`config.mk`:
```
export PLATFORM = sky130hd
export DESIGN_NAME = irq_ack_responder
export DESIGN_NICKNAME = d
export VERILOG_FILES = /design/src/rtl/irq_ack_pkg.sv /design/src/rtl/irq_ack_decode.sv /design/src/rtl/irq_ack_fsm.sv /design/src/rtl/irq_ack_outmux.sv /design/src/rtl/irq_ack_responder.sv
export SDC_FILE = /design/constraint.sdc
export NUM_CORES = 1
export LEC_CHECK = 0
export BUFFER_PORTS_ARGS = -buffer_cell sky130_fd_sc_hd__buf_2
export CAP_MARGIN = 10
export CORE_MARGIN = 4
export CORE_UTILIZATION = 45
export CTS_BUF_LIST = sky130_fd_sc_hd__clkbuf_2 sky130_fd_sc_hd__clkbuf_4 sky130_fd_sc_hd__clkbuf_8
export CTS_CLUSTER_SIZE = 12
export DETAILED_ROUTE_END_ITERATION = 6
export PLACE_DENSITY = 0.88
export SETUP_SLACK_MARGIN = 0.2
export SYNTH_ARGS = -nofsm -noshare
export SYNTH_HDL_FRONTEND = slang
export SYNTH_SLANG_ARGS = --single-unit
```
`constraint.sdc`:
```
create_clock -name clk -period 2.98 [get_ports clk]
set_clock_uncertainty 0.15 [all_clocks]
set_input_delay 0.894 -clock clk [delete_from_list [all_inputs] [get_ports clk]]
set_output_delay 0.894 -clock clk [all_outputs]
set_load 0.03 [all_outputs]
```
`src/rtl/irq_ack_pkg.sv`:
```
package irq_ack_pkg;
    localparam int VEC_W      = 8;
    localparam int LVL_W      = 3;
    localparam int NUM_LVL    = 1 << LVL_W;
    localparam int TBL_AW     = VEC_W + 2;
    localparam logic [2:0] FC_ACK = 3'b111;

    typedef logic [VEC_W-1:0]  vec_t;
    typedef logic [LVL_W-1:0]  lvl_t;
    typedef logic [TBL_AW-1:0] tbl_addr_t;

    localparam vec_t VEC_SPURIOUS  = vec_t'(24);
    localparam vec_t VEC_AUTO_BASE = vec_t'(24);

    typedef enum logic [1:0] {ST_IDLE, ST_WAIT, ST_DONE} ack_state_e;
    typedef enum logic [1:0] {ANS_NONE, ANS_DATA, ANS_AUTO} answer_e;

    typedef struct packed {
        answer_e kind;
        vec_t    vec;
    } answer_t;

    function automatic vec_t auto_vector(input lvl_t lvl);
        return VEC_AUTO_BASE + vec_t'(lvl);
    endfunction

    function automatic tbl_addr_t entry_address(input vec_t v);
        return {v, 2'b00};
    endfunction
endpackage

```
`src/rtl/irq_ack_decode.sv`:
```
module irq_ack_decode
    import irq_ack_pkg::*;
(
    input  logic [2:0]             fc_i,
    input  lvl_t                   lvl_i,
    input  logic                   as_n_i,
    input  logic [NUM_LVL-1:0]     auto_cfg_i,
    input  logic [NUM_LVL-1:0]     dev_valid_i,
    input  logic [NUM_LVL*VEC_W-1:0] dev_vec_i,
    output logic                   ack_cycle_o,
    output logic                   lvl_zero_o,
    output logic                   lvl_auto_o,
    output logic                   dev_ok_o,
    output vec_t                   dev_vec_o,
    output vec_t                   auto_vec_o
);
    vec_t per_lvl [NUM_LVL];

    for (genvar g = 0; g < NUM_LVL; g++) begin : g_unpack
        assign per_lvl[g] = dev_vec_i[g*VEC_W +: VEC_W];
    end

    always_comb begin
        ack_cycle_o = (fc_i == FC_ACK) && !as_n_i;
        lvl_zero_o  = (lvl_i == '0);
        lvl_auto_o  = auto_cfg_i[lvl_i];
        dev_ok_o    = dev_valid_i[lvl_i];
        dev_vec_o   = per_lvl[lvl_i];
        auto_vec_o  = auto_vector(lvl_i);
    end
endmodule

```
`src/rtl/irq_ack_fsm.sv`:
```
module irq_ack_fsm
    import irq_ack_pkg::*;
#(
    parameter int TIMEOUT = 8
)(
    input  logic    clk,
    input  logic    rst,
    input  logic    as_n_i,
    input  logic    ack_cycle_i,
    input  logic    lvl_zero_i,
    input  logic    lvl_auto_i,
    input  logic    dev_ok_i,
    input  vec_t    dev_vec_i,
    input  vec_t    auto_vec_i,
    output answer_t answer_o,
    output logic    held_o
);
    localparam int CNT_W = $clog2(TIMEOUT + 1);
    localparam logic [CNT_W-1:0] CNT_LAST = CNT_W'(TIMEOUT - 1);

    ack_state_e       st_q;
    logic [CNT_W-1:0] wait_q;
    answer_t          ans_q;

    always_ff @(posedge clk) begin
        if (rst) begin
            st_q   <= ST_IDLE;
            wait_q <= '0;
            ans_q  <= '{kind: ANS_NONE, vec: '0};
        end else begin
            case (st_q)
                ST_IDLE: begin
                    wait_q <= '0;
                    if (ack_cycle_i) begin
                        if (lvl_zero_i) begin
                            ans_q <= '{kind: ANS_DATA, vec: VEC_SPURIOUS};
                            st_q  <= ST_DONE;
                        end else if (lvl_auto_i) begin
                            ans_q <= '{kind: ANS_AUTO, vec: auto_vec_i};
                            st_q  <= ST_DONE;
                        end else if (dev_ok_i) begin
                            ans_q <= '{kind: ANS_DATA, vec: dev_vec_i};
                            st_q  <= ST_DONE;
                        end else begin
                            st_q  <= ST_WAIT;
                        end
                    end
                end
                ST_WAIT: begin
                    if (as_n_i) begin
                        st_q <= ST_IDLE;
                    end else if (dev_ok_i) begin
                        ans_q <= '{kind: ANS_DATA, vec: dev_vec_i};
                        st_q  <= ST_DONE;
                    end else if (wait_q == CNT_LAST) begin
                        ans_q <= '{kind: ANS_DATA, vec: VEC_SPURIOUS};
                        st_q  <= ST_DONE;
                    end else begin
                        wait_q <= wait_q + 1'b1;
                    end
                end
                ST_DONE: begin
                    if (as_n_i) begin
                        ans_q <= '{kind: ANS_NONE, vec: '0};
                        st_q  <= ST_IDLE;
                    end
                end
                default: st_q <= ST_IDLE;
            endcase
        end
    end

    assign answer_o = ans_q;
    assign held_o   = (st_q == ST_DONE);

    assert_idle_hold_R1: assert property (@(posedge clk) disable iff (rst)
        (st_q == ST_IDLE && !ack_cycle_i) |=> (st_q == ST_IDLE));

    assert_wait_bound_R4: assert property (@(posedge clk) disable iff (rst)
        (st_q == ST_WAIT) |-> (wait_q < CNT_W'(TIMEOUT)));

    assert_answer_hold_R8: assert property (@(posedge clk) disable iff (rst)
        (st_q == ST_DONE && $past(st_q) == ST_DONE) |-> $stable(ans_q));
endmodule

```
`src/rtl/irq_ack_outmux.sv`:
```
module irq_ack_outmux
    import irq_ack_pkg::*;
(
    input  logic      clk,
    input  logic      rst,
    input  logic      as_n_i,
    input  logic      held_i,
    input  answer_t   answer_i,
    output vec_t      data_o,
    output logic      dtack_n_o,
    output logic      vpa_n_o,
    output tbl_addr_t tbl_addr_o
);
    logic live;

    always_comb begin
        live       = held_i && !as_n_i;
        dtack_n_o  = !(live && answer_i.kind == ANS_DATA);
        vpa_n_o    = !(live && answer_i.kind == ANS_AUTO);
        data_o     = !dtack_n_o ? answer_i.vec : '0;
        tbl_addr_o = live ? entry_address(answer_i.vec) : '0;
    end

    assert_never_both_R7: assert property (@(posedge clk) disable iff (rst)
        !(!dtack_n_o && !vpa_n_o));

    assert_strobe_gate_R7: assert property (@(posedge clk) disable iff (rst)
        as_n_i |-> (dtack_n_o && vpa_n_o));

    assert_auto_range_R2: assert property (@(posedge clk) disable iff (rst)
        !vpa_n_o |-> (tbl_addr_o >= tbl_addr_t'(100) && tbl_addr_o <= tbl_addr_t'(124)));
endmodule

```
`src/rtl/irq_ack_responder.sv`:
```
module irq_ack_responder
    import irq_ack_pkg::*;
#(
    parameter int TIMEOUT = 8
)(
    input  logic                     clk,
    input  logic                     rst,
    input  logic [2:0]               fc_i,
    input  logic [2:0]               lvl_i,
    input  logic                     as_n_i,
    input  logic [7:0]               auto_cfg_i,
    input  logic [7:0]               dev_valid_i,
    input  logic [63:0]              dev_vec_i,
    output logic [7:0]               data_o,
    output logic                     dtack_n_o,
    output logic                     vpa_n_o,
    output logic [9:0]               tbl_addr_o
);
    logic    ack_cycle, lvl_zero, lvl_auto, dev_ok, held;
    vec_t    dev_vec, auto_vec;
    answer_t answer;

    irq_ack_decode u_decode (
        .fc_i        (fc_i),
        .lvl_i       (lvl_i),
        .as_n_i      (as_n_i),
        .auto_cfg_i  (auto_cfg_i),
        .dev_valid_i (dev_valid_i),
        .dev_vec_i   (dev_vec_i),
        .ack_cycle_o (ack_cycle),
        .lvl_zero_o  (lvl_zero),
        .lvl_auto_o  (lvl_auto),
        .dev_ok_o    (dev_ok),
        .dev_vec_o   (dev_vec),
        .auto_vec_o  (auto_vec)
    );

    irq_ack_fsm #(.TIMEOUT(TIMEOUT)) u_fsm (
        .clk         (clk),
        .rst         (rst),
        .as_n_i      (as_n_i),
        .ack_cycle_i (ack_cycle),
        .lvl_zero_i  (lvl_zero),
        .lvl_auto_i  (lvl_auto),
        .dev_ok_i    (dev_ok),
        .dev_vec_i   (dev_vec),
        .auto_vec_i  (auto_vec),
        .answer_o    (answer),
        .held_o      (held)
    );

    irq_ack_outmux u_out (
        .clk        (clk),
        .rst        (rst),
        .as_n_i     (as_n_i),
        .held_i     (held),
        .answer_i   (answer),
        .data_o     (data_o),
        .dtack_n_o  (dtack_n_o),
        .vpa_n_o    (vpa_n_o),
        .tbl_addr_o (tbl_addr_o)
    );
endmodule

```
==> results.md <==
* Required time at the endpoint of the critical path at 1.94 ns
* Fin area at 2560 um2
* Post-synthesis cell type count at 53
* TritonCTS buffer count at 3
* Core area at 3770 um2
* Hold WS at 0.341 ns
* Final worst path period share at 93.6%
* Post-route ant nets at 0
* Clk Latency, worst-skew pair at 0.26 ns
* Primary flip-flop cell chosen by synthesis mapping: sky130_fd_sc_hd__dfxtp_1
* # H-tree levels at 1
* Final hold viol count at 0
* Warning count from the yosys run at 0
* TritonCTS clock tree: yes
* Leak Pwr at 1.15 nW
* Nature of the critical path startpoint: input pin
* Cell with the most instances after synthesis: sky130_fd_sc_hd__mux4_2
* Count of mapped cells out of synthesis at 190
* Maximum vdd ir drop at 0.000182 V
* Vias in the first global route at 2,095
* Most numerous cell types in the synthesized netlist: 17 x sky130_fd_sc_hd__mux4_2, 16 x sky130_fd_sc_hd__dfxtp_1, 15 x sky130_fd_sc_hd__and2_1, 14 x sky130_fd_sc_hd__a21oi_1, 10 x sky130_fd_sc_hd__nand2_1
* Pre-antenna DRT Iters at 4
* Count of final max-slew check failures at 0
* Per-cell routed wire length at 15.4 um
* Area growth, synth to finish at 42.6%
* Final Setup Violations at 0
* Worst Setup Slack post-DPL at 0.0756 ns
* Largest net degree at the start of global routing at 15
* Maximum clock frequency at 358 MHz
* Number of enable flip-flop cells after synthesis at 0
* HPWL Detailed at 4.39 mm
* Worst-path fanout max at 4
* Port-buffer cells at 105
* # clock sinks at 16
* Cell Rows at 22
* 1st-iter DRT viols at 58
* First-pass GRT wire length at 8.94 mm
* Min Clock Period, post-route at 2.79 ns
* Setup total negative slack at 0 ns
* Number of vias in the routed layout at 1,984
* Standard cell area after detailed placement at 2430 um2
* Area of the mapped netlist at 1800 um2
* Horizontal extent of the die at 71.2 um
* Dominant cells by area after synthesis: sky130_fd_sc_hd__mux4_2 21%, sky130_fd_sc_hd__dfxtp_1 18%, sky130_fd_sc_hd__and2_1 5.2%
* DRC Markers at 0
* Overall power at 0.975 mW
* Hold buffer count at CTS at 0
* Post-layout net count at 393
* Count of pins on the block boundary at 109
* Average size of a mapped cell at 9.45 um2
* Ant. Diodes at 0
* Worst setup slack after layout at 0.190 ns
* Die height at 71.2 um
* Max-cap check violation count at 0
* Sequential-to-total area share from yosys stat at 17.8%
* Fraction of synthesis flops using an asynchronous set or reset pin at 0%
* Die footprint at 5060 um2
* Tot GR Track Use at 21.2%
* Max clock buf depth at 2
* Fraction of final layout cells sized beyond drive strength 1 at 52.3%
* CTS clk-pin slew, worst paths at 0.06 ns
* Type of the worst setup path: in -> out
* WL final at 5.32 mm
* Antenna violations before repair at 0
* Gpl congestion at 0.884
* DR vias/cell at 5.73
* Result of the run: finished clean
* Pwr/cell area at 381 nW/um2
* Arrival time at the worst endpoint at 1.75 ns
* Synth top area share at 21.3%
* Largest area contributor in the netlist: sky130_fd_sc_hd__mux4_2
* Setup repair after global routing missed its margin: yes
* Flip-flop and latch count after synthesis at 16
* Crit path capture type: output pin
* Global-route congestion overflow total at 0
* Type of the most critical hold path: reg -> reg
* Initial core utilization at 47.6%
* Buffer type at the clock tree root: sky130_fd_sc_hd__clkbuf_8
[cells in the final DEF, fill, tap and decap left out, types with 3 or more instances in the layout]
cell type	instances
sky130_fd_sc_hd__a31o_1	3
sky130_fd_sc_hd__nor2_1	4
sky130_fd_sc_hd__nand2_1	10
sky130_fd_sc_hd__a21oi_1	14
sky130_fd_sc_hd__o21ai_0	6
sky130_fd_sc_hd__buf_2	95
sky130_fd_sc_hd__buf_4	8
sky130_fd_sc_hd__a22oi_1	3
sky130_fd_sc_hd__mux2i_1	8
sky130_fd_sc_hd__clkbuf_8	4
sky130_fd_sc_hd__nand2b_1	4
sky130_fd_sc_hd__mux2_2	5
sky130_fd_sc_hd__ha_1	5
sky130_fd_sc_hd__o32ai_1	3
sky130_fd_sc_hd__nand3_1	6
sky130_fd_sc_hd__inv_1	8
sky130_fd_sc_hd__dfxtp_1	16
sky130_fd_sc_hd__nor3_1	3
sky130_fd_sc_hd__mux4_2	17
sky130_fd_sc_hd__buf_6	8
sky130_fd_sc_hd__nor2_4	3
sky130_fd_sc_hd__and2_1	13
[final timing paths]
kind,start,to,slack (ns),cells past startpoint
hold / removal,u_fsm.answer_o[6],u_fsm.answer_o[6],0.34,2
setup reg to reg,u_fsm.st_q[0],u_fsm.answer_o[8],0.71,8
hold reg to reg,u_fsm.answer_o[6],u_fsm.answer_o[6],0.34,2
setup / recovery,as_n_i,data_o[0],0.19,6
[sequential cells by signal, summed over array words and instances (netlist names)]
signal          cells
u_fsm.st_q          2
u_fsm.wait_q        4
u_fsm.answer_o     10
[critical path, stage by stage]
cell,delay [ns]
sky130_fd_sc_hd__buf_8,0.10
sky130_fd_sc_hd__nor2b_4,0.10
sky130_fd_sc_hd__and3b_2,0.22
sky130_fd_sc_hd__clkinvlp_4,0.17
sky130_fd_sc_hd__nor2_4,0.12
sky130_fd_sc_hd__buf_6,0.13
[kinds of logic after synthesis]
family	Yosys count	share of synthesized area (%)
simple gates	61	19.1
compound gates	53	22.3
mux	33	31.2
buf+inv	20	5.37
flops	16	17.8
fa+ha+maj	5	3.48
other cells	1	0.209
xor+xnor	1	0.488
[power by group]
part	switching (mW)	leakage [nW]	internal, mW
Clock	0.0805	0.0288	0.118
Sequential	0.0259	0.130	0.253
Combinational	0.262	0.994	0.235
[metal layers]
metal	GRT usage [%]	vias to the layer above	share of wire [%]
li1	-	948	-
met1	23.2	933	38
met2	40.3	88	52
met3	5.11	15	7.8
met4	5.22	0	1.9
met5	0	-	0
[stage by stage]
stage               utilization [%]  cells
floorplan                         -    191
global placement               64.4    341
detailed placement             64.4    341
CTS                            67.2    346
global route                   67.9    346
finish                         67.9    346
[repair_timing]
| action | in CTS | in global routing |
|---|---|---|
| endpoints found under the setup margin | 9 | 10 |
| pin swaps | 3 | 1 |
| gates resized for setup | 14 | 8 |
| setup buffers | 1 | 0 |
[area by class of cell]
type | count | area, um2
multi-input combinational | 155 | 1420
fill | 300 | 1210
timing repair buffer | 114 | 668
sequential | 16 | 320
tap | 48 | 60.1
clock buffer | 4 | 55.1
inverter | 9 | 37.5
No activity file was read; power rests on OpenSTA's default activity.
